$ cat src/rtl/bac_pkg.sv
package bac_pkg;
    typedef enum logic [1:0] {
        OP_HOLD,
        OP_INC,
        OP_LOAD,
        OP_CLR
    } cnt_op_e;

    typedef enum logic [1:0] {
        RB_IDLE,
        RB_COUNT,
        RB_MASK
    } rb_state_e;
endpackage

$ cat src/rtl/bac_cmd_decode.sv
module bac_cmd_decode
    import bac_pkg::*;
(
    input  logic    cnt_rst_n,
    input  logic    cnt_ld_n,
    input  logic    cnt_inc_n,
    input  logic    cnt_rd_n,
    input  logic    msk_ld_n,
    input  logic    msk_rd_n,
    output cnt_op_e op,
    output logic    cnt_rd_ok,
    output logic    msk_rd_ok,
    output logic    msk_wr_ok
);
    // clear beats load, load beats increment
    always_comb begin
        if (!cnt_rst_n)      op = OP_CLR;
        else if (!cnt_ld_n)  op = OP_LOAD;
        else if (!cnt_inc_n) op = OP_INC;
        else                 op = OP_HOLD;
    end

    assign cnt_rd_ok = !cnt_rd_n && cnt_ld_n && cnt_inc_n && cnt_rst_n;
    assign msk_rd_ok = !msk_rd_n && cnt_rd_n && msk_ld_n;
    assign msk_wr_ok = !msk_ld_n && cnt_ld_n;
endmodule

$ cat src/rtl/bac_mask_reg.sv
module bac_mask_reg #(
    parameter int AW = 15
) (
    input  logic          clk,
    input  logic          rst_n,
    input  logic          wr_en,
    input  logic [AW-1:0] wr_data,
    output logic [AW-1:0] mask_q
);
    localparam logic [AW-1:0] MASK_ALL = {AW{1'b1}};

    always_ff @(posedge clk or negedge rst_n) begin
        if (!rst_n)     mask_q <= MASK_ALL;
        else if (wr_en) mask_q <= wr_data;
    end

    logic armed;
    always_ff @(posedge clk or negedge rst_n) begin
        if (!rst_n) armed <= 1'b0;
        else        armed <= 1'b1;
    end

    assert_mask_write_R8: assert property (@(posedge clk) disable iff (!rst_n)
        armed && $past(wr_en) |-> mask_q == $past(wr_data));
    assert_mask_keep_R8: assert property (@(posedge clk) disable iff (!rst_n)
        armed && !$past(wr_en) |-> $stable(mask_q));
endmodule

$ cat src/rtl/bac_count_core.sv
module bac_count_core
    import bac_pkg::*;
#(
    parameter int AW = 15
) (
    input  logic          clk,
    input  logic          rst_n,
    input  cnt_op_e       op,
    input  logic [AW-1:0] ld_val,
    input  logic [AW-1:0] mask,
    output logic [AW-1:0] cnt_q,
    output logic          term_irq
);
    localparam logic [AW-1:0] ZERO = '0;

    logic [AW-1:0] stepped;
    logic [AW-1:0] cnt_d;
    logic          irq_d;

    // masked field counts, fixed field is kept
    assign stepped = (cnt_q & ~mask) | ((cnt_q + 1'b1) & mask);

    always_comb begin
        cnt_d = cnt_q;
        irq_d = term_irq;
        unique case (op)
            OP_CLR: begin
                cnt_d = ZERO;
                irq_d = 1'b0;
            end
            OP_LOAD: begin
                cnt_d = ld_val;
                irq_d = 1'b0;
            end
            OP_INC: begin
                cnt_d = stepped;
                irq_d = ((stepped & mask) == mask);
            end
            default: ;
        endcase
    end

    always_ff @(posedge clk or negedge rst_n) begin
        if (!rst_n) begin
            cnt_q    <= ZERO;
            term_irq <= 1'b0;
        end else begin
            cnt_q    <= cnt_d;
            term_irq <= irq_d;
        end
    end

    logic armed;
    always_ff @(posedge clk or negedge rst_n) begin
        if (!rst_n) armed <= 1'b0;
        else        armed <= 1'b1;
    end

    assert_clear_R5: assert property (@(posedge clk) disable iff (!rst_n)
        armed && $past(op) == OP_CLR |-> cnt_q == ZERO);
    assert_load_R3: assert property (@(posedge clk) disable iff (!rst_n)
        armed && $past(op) == OP_LOAD |-> cnt_q == $past(ld_val));
    assert_fixed_bits_R7: assert property (@(posedge clk) disable iff (!rst_n)
        armed && $past(op) == OP_INC |-> (cnt_q & ~$past(mask)) == ($past(cnt_q) & ~$past(mask)));
    assert_hold_R4: assert property (@(posedge clk) disable iff (!rst_n)
        armed && $past(op) == OP_HOLD |-> $stable(cnt_q) && $stable(term_irq));
    assert_irq_drop_R11: assert property (@(posedge clk) disable iff (!rst_n)
        armed && ($past(op) == OP_LOAD || $past(op) == OP_CLR) |-> !term_irq);
endmodule

$ cat src/rtl/burst_addr_gen.sv
module burst_addr_gen
    import bac_pkg::*;
#(
    parameter int AW = 15
) (
    input  logic          clk,
    input  logic          rst_n,
    input  logic          cnt_rst_n,
    input  logic          cnt_ld_n,
    input  logic          cnt_inc_n,
    input  logic          cnt_rd_n,
    input  logic          msk_ld_n,
    input  logic          msk_rd_n,
    input  logic [AW-1:0] addr_in,
    output logic [AW-1:0] eff_addr,
    output logic [AW-1:0] rd_data,
    output logic          rd_oe,
    output logic          term_irq
);
    localparam logic [AW-1:0] ZERO = '0;

    cnt_op_e       op;
    logic          cnt_rd_ok;
    logic          msk_rd_ok;
    logic          msk_wr_ok;
    logic [AW-1:0] mask_q;
    logic [AW-1:0] cnt_q;

    bac_cmd_decode u_dec (
        .cnt_rst_n (cnt_rst_n),
        .cnt_ld_n  (cnt_ld_n),
        .cnt_inc_n (cnt_inc_n),
        .cnt_rd_n  (cnt_rd_n),
        .msk_ld_n  (msk_ld_n),
        .msk_rd_n  (msk_rd_n),
        .op        (op),
        .cnt_rd_ok (cnt_rd_ok),
        .msk_rd_ok (msk_rd_ok),
        .msk_wr_ok (msk_wr_ok)
    );

    bac_mask_reg #(.AW(AW)) u_mask (
        .clk     (clk),
        .rst_n   (rst_n),
        .wr_en   (msk_wr_ok),
        .wr_data (addr_in),
        .mask_q  (mask_q)
    );

    bac_count_core #(.AW(AW)) u_core (
        .clk      (clk),
        .rst_n    (rst_n),
        .op       (op),
        .ld_val   (addr_in),
        .mask     (mask_q),
        .cnt_q    (cnt_q),
        .term_irq (term_irq)
    );

    // readback state machine
    rb_state_e     rb_state, rb_next;
    logic [AW-1:0] rb_val;

    always_comb begin
        if (cnt_rd_ok)      rb_next = RB_COUNT;
        else if (msk_rd_ok) rb_next = RB_MASK;
        else                rb_next = RB_IDLE;
    end

    always_ff @(posedge clk or negedge rst_n) begin
        if (!rst_n) begin
            rb_state <= RB_IDLE;
            rb_val   <= ZERO;
        end else begin
            rb_state <= rb_next;
            unique case (rb_next)
                RB_COUNT: rb_val <= cnt_q;
                RB_MASK:  rb_val <= mask_q;
                default:  rb_val <= ZERO;
            endcase
        end
    end

    always_comb begin
        unique case (rb_state)
            RB_COUNT, RB_MASK: begin
                rd_oe   = 1'b1;
                rd_data = rb_val;
            end
            default: begin
                rd_oe   = 1'b0;
                rd_data = ZERO;
            end
        endcase
    end

    always_comb begin
        unique case (op)
            OP_CLR:  eff_addr = ZERO;
            OP_INC:  eff_addr = cnt_q;
            default: eff_addr = addr_in;
        endcase
    end

    logic armed;
    always_ff @(posedge clk or negedge rst_n) begin
        if (!rst_n) armed <= 1'b0;
        else        armed <= 1'b1;
    end

    assert_cnt_readback_R9: assert property (@(posedge clk) disable iff (!rst_n)
        armed && $past(!cnt_rd_n && cnt_ld_n && cnt_inc_n && cnt_rst_n)
        |-> rd_oe && rd_data == $past(cnt_q));
    assert_bad_readback_R9: assert property (@(posedge clk) disable iff (!rst_n)
        armed && $past(!(cnt_ld_n && cnt_inc_n && cnt_rst_n)) && $past(msk_rd_n) |-> !rd_oe);
    assert_mask_readback_R10: assert property (@(posedge clk) disable iff (!rst_n)
        armed && $past(!msk_rd_n && cnt_rd_n && msk_ld_n) |-> rd_oe && rd_data == $past(mask_q));
    assert_passthru_R2: assert property (@(posedge clk) disable iff (!rst_n)
        cnt_rst_n && cnt_ld_n && cnt_inc_n |-> eff_addr == addr_in);
endmodule

$ cat config.mk
export PLATFORM = sky130hd
export DESIGN_NAME = burst_addr_gen
export DESIGN_NICKNAME = d
export VERILOG_FILES = /design/src/rtl/bac_pkg.sv /design/src/rtl/bac_cmd_decode.sv /design/src/rtl/bac_mask_reg.sv /design/src/rtl/bac_count_core.sv /design/src/rtl/burst_addr_gen.sv
export SDC_FILE = /design/constraint.sdc
export NUM_CORES = 1
export LEC_CHECK = 0
export ABC_AREA = 1
export BUFFER_PORTS_ARGS = -buffer_cell sky130_fd_sc_hd__buf_2
export CAP_MARGIN = 20
export CORE_MARGIN = 2
export CORE_UTILIZATION = 45
export CTS_BUF_LIST = sky130_fd_sc_hd__clkbuf_8
export CTS_CLUSTER_SIZE = 28
export DETAILED_ROUTE_END_ITERATION = 12
export GPL_TIMING_DRIVEN = 0
export PLACE_DENSITY = 0.67
export SYNTH_ARGS = -nofsm -noshare
export SYNTH_HDL_FRONTEND = slang
export SYNTH_SLANG_ARGS = --single-unit
$ cat constraint.sdc
create_clock -name clk -period 2.3 [get_ports clk]
set_clock_uncertainty 0.2 [all_clocks]
set_input_delay 0.345 -clock clk [delete_from_list [all_inputs] [get_ports clk]]
set_output_delay 0.345 -clock clk [all_outputs]
set_load 0.02 [all_outputs]
==> results by group <==
Outcome
  – Run status: finished clean

Synth
  – Post-synthesis sequential area ratio: 44.3%
  – Synth Net Count: approximately 390
  – Average size of a mapped cell: 7.53 um^2
  – Dominant cell type by area after synthesis: dfrtp_1
  – Most frequent cell after synthesis: nand2_1
  – Mapped Area: about 0.0028 mm^2
  – Yosys reg bits: 48
  – Distinct cells, synth: 25
  – Top post-synthesis cells by area: dfrtp_1, dfstp_2, nand2_1
  – Async SR Flop Fraction: 100%
  – Prevailing post-synth register cell: dfrtp_1
  – Synth Warn #: 0
  – Post-synthesis cell count: 366
  – Top cells by count, synth: nand2_1, inv_1, dfrtp_1, nor2_1, nand3_1
  – Yosys top cell area share: ~30%
  – EDFF count, synth: 0

GRT
  – Global-route wire length before repair: roughly 12000 um
  – Vias in the first global route: about 2400
  – Gr usage total: 23.3%
  – Initial antenna violation count: 0
  – Pin count of the biggest net entering global routing: 49
  – Overflow after GRT: 0

Timing
  – Final Setup Violations: 0
  – Period Utilization, post-route: a little over nine tenths
  – Max Freq: 0.451 GHz
  – Fin. Hold Viols: 0
  – Max transition margin: a little under three fifths
  – Tightest Pin Transition: approximately 650 ps
  – Slew Limit Fails: 0
  – Final min period: between 2000 and 2500 ps
  – RSZ-0062 raised after global routing: no

Clock network
  – TritonCTS clock tree: built
  – Clk buf depth: 2
  – Clock-pin slew on the worst setup and hold paths: 90 ps
  – Cts bufs inserted: 5
  – Setup bufs post-CTS: 0
  – Clock sinks: 48
  – CTS H-tree lvls: 2
  – Clk_lat worst skew: about 300 ps
  – Root buffer cell: clkbuf_8

Flow run
  – Max-cap violations: 0

Worst setup path
  – Critical path data arrival time: between 1500 and 2000 ps
  – CP endpoint kind: primary output
  – Critical R2R Launch: u_core.cnt_q[0]
  – Worst r2r dst: u_core.term_irq
  – R2R depth: 10
  – Max FO, Critical Path: 10
  – CP Class: in -> out
  – FF-to-FF setup slack: ~330 ps
  – Startpoint types: primary input
  – WP data required: roughly 1800 ps

Worst hold path
  – Hold path depth: 2
  – Hold worst-path end: rb_state[0]
  – Hold Path Class: in -> reg
  – Hold_sp: cnt_rd_n

Power
  – Tot Pwr: 1.99 mW
  – Power Internal: around 1.4 mW
  – Leak Pwr: 1.57 nW
  – PwrDens: 607 mW/mm^2
  – Combinational share of power: 17.4%
  – IR drop worst, VDD: 0.000433 V
  – Sequential power share: 49.8%
  – Sw frac: between 20 and 30%
  – Psw: about 0.59 mW
  – Clock Power Share: 32.7%

Drt
  – Vias per inst: between 5 and 6
  – WL/cell: approximately 14 um
  – Antenna Violating Nets Remaining: 0
  – DRC: 0
  – DR vias: 2620
  – DR pass1 iterations: 4
  – Number of DRC markers in iteration 0: 216
  – DRT Wirelength: ~7300 um

Die
  – Die width: between 80 and 90 um
  – Initial Utilization: a little under half
  – Total core area: 0.00592 mm^2
  – Num rows: 28
  – Ports: between 50 and 60
  – Die area: slightly below 0.007 mm^2
  – Die height: between 80 and 90 um

Cells and area
  – FF/Latch Area: 0.00122 mm^2
  – Fill cell count: 584
  – Share of layout cells above drive strength 1: about a quarter
  – Area of the multi-input gates: around 0.0013 mm^2
  – Layout area overhead: 19.2%
  – Nets@finish: ~450
  – Antenna Cells: 0
  – Fin area: around 0.0033 mm^2
  – Post-layout util: 55.5%

Place
  – Area of placed instances: between 0.003 and 0.004 mm^2
  – IO Port Bufs: 54
  – Detailed placer's ending HPWL: about 5300 um
  – Placer Congestion: 0.887
flip-flops by register name, summed over array words and instances (netlist names):
register / cells
rb_state: 2
u_mask.mask_q: 15
u_core.term_irq: 1
u_core.cnt_q: 15
rb_val: 15
layer usage:
metal	global-route usage [%]	part of all wire (%)	vias up
met5	0	0	-
met4	5.83	0.99	0
met3	3.26	4.8	7
met2	36.8	45	81
met1	33.8	49	1214
li1	-	-	1318
worst max-delay path: stages:
cell and delay [ps]:
buf_2 120, inv_2 60, nor2_4 50, a21oi_2 400, clkbuf_2 360, o22ai_1 150
buf_2 180
placed cells by master, fill, tap and decap left out, drive strengths merged, types with 2 or more instances in the layout:
master  instances
dfrtp          33
nand3          26
o22ai          23
buf            58
clkbuf         14
a21oi          13
o211ai          7
a211o           4
inv            62
dfstp          15
nor2           38
o21ai          24
ha              2
nand4          11
nand2          94
power by group through the flow:
| stage | logic, mW | clock network (mW) | registers, mW |
|---|---|---|---|
| detailed placement | 0.340 | 0 | 1.01 |
| global route | 0.391 | 0.703 | 1.00 |
| CTS | 0.342 | 0.667 | 0.991 |
| global placement | 0.334 | 0 | 1.00 |
| finish | 0.347 | 0.652 | 0.993 |
| floorplan | 0.225 | 0 | 0.988 |
cell type report:
cell class,count,area share (%)
well taps,75,2.86
plain buffers,11,1.71
flip-flops and latches,48,37.2
clock buffers,6,2.52
inverters,62,7.09
repair buffers,56,9.15
clock inverters,2,1.18
multi-input cells,245,38.3
how the worst max path moves through the flow:
stage,end,depth (start not counted),from
6_report,eff_addr[6],7,cnt_rst_n
5_1_grt,eff_addr[8],7,cnt_ld_n
4_1_cts,eff_addr[8],7,cnt_ld_n
3_5_place_dp,eff_addr[8],7,cnt_rst_n
3_3_place_gp,eff_addr[8],7,cnt_rst_n
2_1_floorplan,eff_addr[12],5,cnt_ld_n
cells by family after synthesis:
family | after synthesis | synth area share [%]
flip-flops | 48 | 44.3
AND/OR/NAND/NOR | 170 | 27.1
adder cells (fa/ha/maj) | 2 | 0.908
XOR/XNOR | 1 | 0.318
buffers and inverters | 73 | 10.3
AO/OA/AOI/OAI | 72 | 17.1
metrics by stage:
step	setup WS, ps	hold WS, ps	instances	setup TNS [ps]
5_1_grt	8.76	31.0	505	0
3_5_place_dp	-99.9	275	495	-419
3_3_place_gp	-88.6	273	495	-431
2_1_floorplan	496	-151	366	0
4_1_cts	16.7	32.1	503	0
6_report	81.8	42.4	505	0
repair_timing:
action,CTS,global route
endpoints found under the hold margin,0,8
endpoints found under the setup margin,20,12
hold buffers,0,1
resized for setup,2,6
No activity file was read; power rests on OpenSTA's default activity.
